$ cat src/rtl/txs_pkg.sv
package txs_pkg;

    typedef struct packed {
        logic irq;
        logic jab;
        logic und;
        logic mcol;
        logic ovf;
    } txs_entry_t;

    typedef enum logic [1:0] {
        ST_EMPTY   = 2'd0,
        ST_PARTIAL = 2'd1,
        ST_FULL    = 2'd2
    } occ_state_t;

endpackage

$ cat src/rtl/txs_ctrl.sv
module txs_ctrl
    import txs_pkg::*;
#(
    parameter int DEPTH = 4,
    localparam int CW   = $clog2(DEPTH + 1)
) (
    input  logic          clk,
    input  logic          rst_n,
    input  logic          done_valid,
    input  logic          host_pop,
    output logic          push_ok,
    output logic          pop_ok,
    output logic          ovf_mark,
    output logic [CW-1:0] occ,
    output occ_state_t    state
);

    occ_state_t    state_nx;
    logic [CW-1:0] occ_nx;

    // outputs: pop is evaluated first, so a full store accepts a push with a pop
    always_comb begin
        pop_ok   = host_pop && (state != ST_EMPTY);
        push_ok  = done_valid && ((state != ST_FULL) || host_pop);
        ovf_mark = done_valid && (state == ST_FULL) && !host_pop;
        occ_nx   = occ + CW'(push_ok) - CW'(pop_ok);
    end

    always_comb begin
        state_nx = state;
        unique case (state)
            ST_EMPTY: begin
                // fill_first
                if (push_ok)
                    state_nx = (occ_nx == CW'(DEPTH)) ? ST_FULL : ST_PARTIAL;
            end
            ST_PARTIAL: begin
                // fill_last / drain_last
                if (occ_nx == CW'(DEPTH))
                    state_nx = ST_FULL;
                else if (occ_nx == '0)
                    state_nx = ST_EMPTY;
            end
            ST_FULL: begin
                // drain_one
                if (pop_ok && !push_ok)
                    state_nx = (occ_nx == '0) ? ST_EMPTY : ST_PARTIAL;
            end
            default: state_nx = ST_EMPTY;
        endcase
    end

    always_ff @(posedge clk or negedge rst_n) begin
        if (!rst_n) begin
            state <= ST_EMPTY;
            occ   <= '0;
        end else begin
            state <= state_nx;
            occ   <= occ_nx;
        end
    end

endmodule

$ cat src/rtl/txs_store.sv
module txs_store
    import txs_pkg::*;
#(
    parameter int DEPTH = 4,
    localparam int PW   = (DEPTH > 1) ? $clog2(DEPTH) : 1
) (
    input  logic       clk,
    input  logic       rst_n,
    input  logic       push_ok,
    input  logic       pop_ok,
    input  logic       ovf_mark,
    input  txs_entry_t new_entry,
    output txs_entry_t head
);

    logic [PW-1:0] wr_ptr, rd_ptr, last_ptr;
    txs_entry_t    slot [DEPTH];

    function automatic logic [PW-1:0] bump(input logic [PW-1:0] p);
        return (p == PW'(DEPTH - 1)) ? '0 : p + PW'(1);
    endfunction

    assign last_ptr = (wr_ptr == '0) ? PW'(DEPTH - 1) : wr_ptr - PW'(1);
    assign head     = slot[rd_ptr];

    always_ff @(posedge clk or negedge rst_n) begin
        if (!rst_n) begin
            wr_ptr <= '0;
            rd_ptr <= '0;
        end else begin
            if (push_ok) wr_ptr <= bump(wr_ptr);
            if (pop_ok)  rd_ptr <= bump(rd_ptr);
        end
    end

    for (genvar i = 0; i < DEPTH; i++) begin : g_slot
        always_ff @(posedge clk or negedge rst_n) begin
            if (!rst_n)
                slot[i] <= '0;
            else if (push_ok && wr_ptr == PW'(i))
                slot[i] <= new_entry;
            else if (ovf_mark && last_ptr == PW'(i))
                slot[i].ovf <= 1'b1;
        end
    end

endmodule

$ cat src/rtl/txs_guard.sv
module txs_guard (
    input  logic clk,
    input  logic rst_n,
    input  logic done_valid,
    input  logic done_irq_req,
    input  logic done_jabber,
    input  logic done_underrun,
    input  logic done_maxcoll,
    input  logic tx_reset,
    output logic tx_enabled,
    output logic txc_cause
);

    logic fatal, flagged;

    always_comb begin
        fatal   = done_valid && (done_jabber || done_underrun);
        flagged = done_valid &&
                  (done_irq_req || done_jabber || done_underrun || done_maxcoll);
    end

    always_ff @(posedge clk or negedge rst_n) begin
        if (!rst_n) begin
            tx_enabled <= 1'b1;
            txc_cause  <= 1'b0;
        end else begin
            txc_cause <= flagged;
            if (fatal)
                tx_enabled <= 1'b0;
            else if (tx_reset)
                tx_enabled <= 1'b1;
        end
    end

endmodule

$ cat src/rtl/txdone_stack.sv
module txdone_stack
    import txs_pkg::*;
#(
    parameter int DEPTH = 4,
    localparam int CW   = $clog2(DEPTH + 1)
) (
    input  logic       clk,
    input  logic       rst_n,
    input  logic       done_valid,
    input  logic       done_irq_req,
    input  logic       done_jabber,
    input  logic       done_underrun,
    input  logic       done_maxcoll,
    input  logic       host_pop,
    input  logic       tx_reset,
    output logic [7:0] status_byte,
    output logic       tx_enabled,
    output logic       txc_cause
);

    logic          push_ok, pop_ok, ovf_mark;
    logic [CW-1:0] occ;
    occ_state_t    state;
    txs_entry_t    head, new_entry;

    assign new_entry = '{irq: done_irq_req, jab: done_jabber, und: done_underrun,
                         mcol: done_maxcoll, ovf: 1'b0};

    txs_ctrl #(.DEPTH(DEPTH)) u_ctrl (
        .clk(clk), .rst_n(rst_n), .done_valid(done_valid), .host_pop(host_pop),
        .push_ok(push_ok), .pop_ok(pop_ok), .ovf_mark(ovf_mark),
        .occ(occ), .state(state)
    );

    txs_store #(.DEPTH(DEPTH)) u_store (
        .clk(clk), .rst_n(rst_n), .push_ok(push_ok), .pop_ok(pop_ok),
        .ovf_mark(ovf_mark), .new_entry(new_entry), .head(head)
    );

    txs_guard u_guard (
        .clk(clk), .rst_n(rst_n), .done_valid(done_valid),
        .done_irq_req(done_irq_req), .done_jabber(done_jabber),
        .done_underrun(done_underrun), .done_maxcoll(done_maxcoll),
        .tx_reset(tx_reset), .tx_enabled(tx_enabled), .txc_cause(txc_cause)
    );

    always_comb begin
        if (state == ST_EMPTY)
            status_byte = 8'h00;
        else
            status_byte = {1'b1, head.irq, head.jab, head.und, head.mcol, head.ovf, 2'b00};
    end

endmodule

$ cat config.mk
export PLATFORM = sky130hd
export DESIGN_NAME = txdone_stack
export DESIGN_NICKNAME = d
export VERILOG_FILES = /design/src/rtl/txs_pkg.sv /design/src/rtl/txs_ctrl.sv /design/src/rtl/txs_store.sv /design/src/rtl/txs_guard.sv /design/src/rtl/txdone_stack.sv
export SDC_FILE = /design/constraint.sdc
export NUM_CORES = 1
export LEC_CHECK = 0
export BUFFER_PORTS_ARGS = -buffer_cell sky130_fd_sc_hd__buf_2
export CORE_AREA = 2 2 79 81
export CTS_CLUSTER_SIZE = 30
export DETAILED_ROUTE_END_ITERATION = 12
export DIE_AREA = 0 0 81 83
export PLACE_DENSITY = 0.53
export SYNTH_ARGS = -nofsm -noshare
export SYNTH_HDL_FRONTEND = slang
export SYNTH_SLANG_ARGS = --single-unit
$ cat constraint.sdc
create_clock -name clk -period 2.7 [get_ports clk]
set_clock_uncertainty 0.15 [all_clocks]
set_input_delay 0.54 -clock clk [delete_from_list [all_inputs] [get_ports clk]]
set_output_delay 0.54 -clock clk [all_outputs]
set_load 0.01 [all_outputs]
**Yosys cells after proc, flatten, opt, wreduce, memory -nomap -nowiden**

Cells that the tools add are included.

- Bits in registers: 31
- Input bits: 9
- Output and inout port bits: 10
- Word-level logic and storage cells: 104

- Add/sub/neg operators: 5
- Magnitude comparators: 1
- Eq/ne operators: 14
- Mux-type cells: 24
- Bitwise operators: 1
- Reduce and logical (&&, ||, !) cells: 33

Operators by type and width:

| cell | number |
|---|---|
| 2-to-1 mux 2 bit | 8 |
| logical AND 1 bit | 15 |
| equality test 2 bit, second input constant | 6 |
| nonzero test 2 bit | 6 |
| 2-to-1 mux 1 bit | 11 |
| binary-select mux 5 bit (select 2 bit) | 1 |
| 2-to-1 mux 5 bit | 2 |
| 2-to-1 mux 8 bit | 1 |
| equality test 2 x 1 -> 1 bit, second input constant | 3 |
| logical NOT 2 bit | 3 |
| case mux 2 bit (3 select lines) | 1 |
| logical OR 1 bit | 5 |
| adder 2 x 1 -> 2 bit, second input constant | 2 |
| != test 2 bit, second input constant | 2 |
| adder 3 x 1 -> 3 bit | 1 |
| equality test 3 bit, second input constant | 1 |
| >= comparator 3 bit, second input constant | 1 |
| logical NOT 3 bit | 1 |
| != test 3 x 1 -> 1 bit, second input constant | 1 |
| NOT 2 -> 3 bit | 1 |
| AND reduction 3 bit | 1 |
| subtractor 3 x 1 -> 3 bit | 1 |
| logical NOT 1 bit | 2 |
| != test 2 x 1 -> 1 bit, second input constant | 1 |
| subtractor 2 x 1 -> 2 bit, second input constant | 1 |

**Depth between registers and ports, before layout**

- Word-level depth: 9
- Depth in mapped cells: 9
- Depth with buffers taken out: 9

**Modules after synthesis**

A second synthesis with hierarchy kept.

- Cells, all modules: 115
- Area, all modules: 1559.0 µm²

By module, submodules not included:

| module | instances | cells each | area each (µm²) |
|---|---|---|---|
| txs_store | 1 | 73 | 1124.8 |
| txs_ctrl | 1 | 28 | 296.5 |
| txs_guard | 1 | 5 | 75.1 |
| txdone_stack | 1 | 9 | 62.6 |

**Worst setup path after synthesis**

Ideal clock, no wire load.

- Path kind: input-to-reg
- Start: input port host_pop
- End: register u_ctrl.state[0]
- Arrival: 2.584 ns
- Slack: -0.182 ns
- Stages on the path: 9
- Cells stage by stage: or3b_4 > nand2_1 > ha_1 > inv_1 > ha_1 > fa_1 > xnor3_1 > o311ai_0 > o221ai_1

- Cells in the longest elaborated chain, start to end: 8

RTL lines:

| element | RTL line | RTL |
|---|---|---|
| from (decl) | txdone_stack.sv:14 | `input logic host_pop,` |
| logical OR 1 bit | txs_ctrl.sv:24 | `push_ok = done_valid && ((state != ST_FULL) \|\| host_pop);` |
| logical AND 1 bit | txs_ctrl.sv:24 |  |
| adder 3 x 1 -> 3 bit | txs_ctrl.sv:26 | `occ_nx = occ + CW'(push_ok) - CW'(pop_ok);` |
| subtractor 3 x 1 -> 3 bit (*) | txs_ctrl.sv:26 |  |
| named net u_ctrl.occ_nx[2] | txs_ctrl.sv:19 | `logic [CW-1:0] occ_nx;` |
| equality test 3 bit or logical NOT 3 bit (tied branches) | - |  |
| 2-to-1 mux 2 bit or 2-to-1 mux 1 bit (tied branches) | txs_ctrl.sv:35, txs_ctrl.sv:47 |  |
| 2-to-1 mux 2 bit (on tied branches) | txs_ctrl.sv:34, txs_ctrl.sv:46 |  |
| case mux 2 bit (3 select lines) | txs_ctrl.sv:31 | `unique case (state)` |
| to (signal assigned) | txs_ctrl.sv:58 | `state <= state_nx;` |
| to (decl) | txs_ctrl.sv:15 | `output occ_state_t state` |

The timed path passes the listed nets; every way through them passes the cells marked *. The select of a mux whose other input is x is not followed.
A chain may end at the register's enable or synchronous reset.

**Worst setup path in the final report**

- Start: register u_ctrl.state[0]
- End: register u_ctrl.state[0]

- Cells in the longest elaborated chain, start to end: 9

RTL lines:

| element | RTL line |
|---|---|
| != test 2 bit | txs_ctrl.sv:24 |
| logical OR 1 bit | txs_ctrl.sv:24 |
| logical AND 1 bit | txs_ctrl.sv:24 |
| adder 3 x 1 -> 3 bit | txs_ctrl.sv:26 |
| subtractor 3 x 1 -> 3 bit (*) | txs_ctrl.sv:26 |
| named net u_ctrl.occ_nx[2] | txs_ctrl.sv:19 |
| equality test 3 bit or logical NOT 3 bit (tied branches) | - |
| 2-to-1 mux 2 bit or 2-to-1 mux 1 bit (tied branches) | txs_ctrl.sv:35, txs_ctrl.sv:47 |
| 2-to-1 mux 2 bit (on tied branches) | txs_ctrl.sv:34, txs_ctrl.sv:46 |
| case mux 2 bit (3 select lines) | txs_ctrl.sv:31 |

Marks and branches as above.

==> impl_metrics.yaml <==
global_route:
  grtUsageTotal_pct: 11.0
  grt_pass1_wl_um: 5500
  busiest_layer: "met2"
  gr-total-overflow: 0
  grt_start_max_net_pins: 32
  antenna_found_initial: 0
  use_met3_pct: 3.26
  grt_use_met1_pct: 15.2
  grt_pass1_vias: 1061
  grt_util_met2_pct: 16.2
placement:
  placedInstanceArea_um2: 1830
  place_inst: 212
  gp_congestion: 0.802
  post-place-ws_ns: -0.157
  port-buffer-count: 16
  hpwl_um: 2320
worst_setup_path:
  cpMostUsedCell: "ha_1"
  crit_type: "reg2reg"
  cp_data_required_time_ns: 2.69
  critPathArrivalTime_ns: 2.56
  crit_path_start_kind: "flip-flop"
  path_cells: "or3b_4 > nand2_2 > ha_1 > inv_1 > ha_1 > fa_1 > xnor3_1 > o311ai_1 > o221ai_1"
  cp_slowest_cell: "dfrtp_1"
  cp-end-kind: "flip-flop"
  cpPeakStageDelay_ns: 0.44
  crit_path_max_fanout: 5
sta:
  timing.slew.headroom_pct: 53.6
  period_share_pct: 95.1
  setup_viol: 0
  tightest_slew_ns: 0.696
  max_clock_freq_ghz: 0.390
  rsz0062_at_grt: "no"
  drv_slew: 0
  hold_slack_ns: 0.158
  layout_setup_ws_ns: 0.133
  finalHoldViolations: 0
  layout_min_cycle_time_ns: 2.57
power_and_ir_drop:
  powerDensity_nw_per_um2: 1200
  vdd_drop_max_uv: 619
  p_leak_nw: 0.917
final_layout:
  syn2layout_area_growth_pct: 17.1
  fin_area_um2: 1950
  finalNonFillerCells: 220
  drive_gt1_share_pct: 42.8
  nets: 163
  utilization_pct: 33.6
  antenna_cells: 0
clock_tree:
  worstSkewPairLatency_ns: 0.28
  hold_buffers: 0
  cts_setup_buffers: 0
  path_clk_slew_ns: 0.07
  numCtsBuffers: 5
  cts_resized: 0
  clock_path_buffers: 2
  cts_root_buf: "clkbuf_8"
  cts_tree: "yes"
  cts_sinks: 31
  h-tree-depth: 2
job:
  max_cap_viol_count: 0
die:
  boundaryPins: 19
  initial_core_util_pct: 28.7
  rows: 28
  die_h_um: 83
  die_area_um2: 6720
  die_x_um: 81
  core_area_um2: 5820
detailed_routing:
  drc_errors: 0
  vias_per_cell: 4.53
  drt-wirelength-per-cell_um: 14.6
  routed_wl_um: 3210
  drt_iter0_drc: 20
  vias: 996
  dr.pass1.iters: 4
  drtAntennaViolNets: 0
logic_synthesis:
  synthTopCellsByCount: "dfrtp_1, mux2_4, inv_1"
  synth_area_um2: 1670
  synth_edf_count: 0
  yosysSeqAreaShare_pct: 46.6
  synth_top_area_share_pct: 45.0
  synthMostInstantiatedCell: "dfrtp_1"
  syn_inst: 120
  yosysTopAreaCell: "dfrtp_1"
  synthFlopType: "dfrtp_1"
  synth-seq-cells: 31
  synthArstFlopShare_pct: 100
  netlist_top_cells_area: "dfrtp_1, mux2_4, ha_1, mux4_2, inv_1"
  synth.distinct_cells: 28
  syn_avg_cell_area_um2: 13.9
  synth_warnings: 0
status:
  outcome: "finished clean"
hold_path:
  hp-class: "in2async"
## per-layer routing
layer,up-vias,part of all wire [%]
li1,458,-
met1,509,46
met2,24,47
met3,5,5.1
met4,0,1.2
met5,-,0
## through the flow
| step | TNS [ns] | power [W] |
|---|---|---|
| after global routing | 0 | 0.00254 |
| after CTS | 0 | 0.00238 |
| after global placement | -0.0344 | 0.00185 |
| after floorplan | 0 | 0.00160 |
| final | 0 | 0.00235 |
| after detailed placement | -0.157 | 0.00190 |
## placed cells by master, fill, tap and decap left out, types with 2 or more instances in the layout
| cell type | netlist | layout |
|---|---|---|
| and3_4 | 4 | 4 |
| buf_2 | 1 | 16 |
| buf_4 | 2 | 7 |
| clkbuf_8 | 0 | 6 |
| conb_1 | 1 | 2 |
| dfrtp_1 | 30 | 30 |
| ha_1 | 9 | 9 |
| inv_1 | 13 | 13 |
| mux2_2 | 3 | 3 |
| mux2_4 | 16 | 16 |
| mux4_2 | 5 | 5 |
| nor2_1 | 5 | 5 |
| nor2b_1 | 6 | 6 |
| nor3_1 | 2 | 2 |
| o21ai_0 | 2 | 2 |
| o2bb2ai_1 | 4 | 4 |
## registers in the layout, summed over array words and instances, names as in the netlist
name / cells
u_store.slot: 20
u_store.wr_ptr: 2
u_guard.tx_enabled: 1
u_store.rd_ptr: 2
u_ctrl.occ: 3
u_ctrl.state: 2
u_guard.txc_cause: 1
## cell type report
| class | instances | area (µm²) |
|---|---|---|
| Multi-Input combinational cell | 70 | 782 |
| Inverter | 13 | 48.8 |
| Timing Repair Buffer | 23 | 133 |
| Fill cell | 598 | 3860 |
| Clock buffer | 6 | 82.6 |
| Sequential cell | 31 | 777 |
| Tap cell | 75 | 93.8 |
| Clock inverter | 2 | 35.0 |
## worst paths after layout
kind                                                   from                             end  slack, ns  cells after the start
worst max-delay path            u_ctrl.state[0]$_DFFE_PN0P_     u_ctrl.state[0]$_DFFE_PN0P_       0.13                      9
worst max register to register  u_ctrl.state[0]$_DFFE_PN0P_     u_ctrl.state[0]$_DFFE_PN0P_       0.13                      9
worst min register to register  u_store.slot[4]$_DFFE_PN0P_     u_store.slot[4]$_DFFE_PN0P_       0.36                      1
min in group clk                                   tx_reset  u_guard.tx_enabled$_DFFE_PN1P_       0.32                      2
max in group asynchronous                             rst_n   u_store.rd_ptr[1]$_DFFE_PN0P_       1.80                      1
worst min-delay path                                  rst_n     u_store.slot[0]$_DFFE_PN0P_       0.16                      1
## critical path, delay by kind of cell (launching register included)
kind                       cells  cell delay, ns
adders and majority gates      3            0.67
and+or+nand+nor                2            0.51
DFF                            1            0.44
AOI/OAI and AO/OA              2            0.41
xor gates and xnor gates       1            0.21
buffers and inverters          1            0.04
## cells by family (layout without fill, tap and decap cells)
family,count (synthesis),in the layout,share of synthesized area (%)
DFF,31,31,46.6
muxes,24,24,23.2
adders and majority gates,10,10,7.96
other,1,2,0.225
and+or+nand+nor,21,21,8.18
buffers and inverters,20,44,6.83
AOI/OAI and AO/OA,12,12,5.63
xor gates and xnor gates,1,1,1.35
## power by group
part	internal [W]	switching (W)	total (W)	leakage, nW
Sequential	0.000678	0.000176	0.000854	0.374
Clock	0.000298	0.000171	0.000469	0.0612
Combinational	0.000633	0.000395	0.00103	0.481
Total	0.00161	0.000742	0.00235	0.917
(Power assumes the default switching activity.)
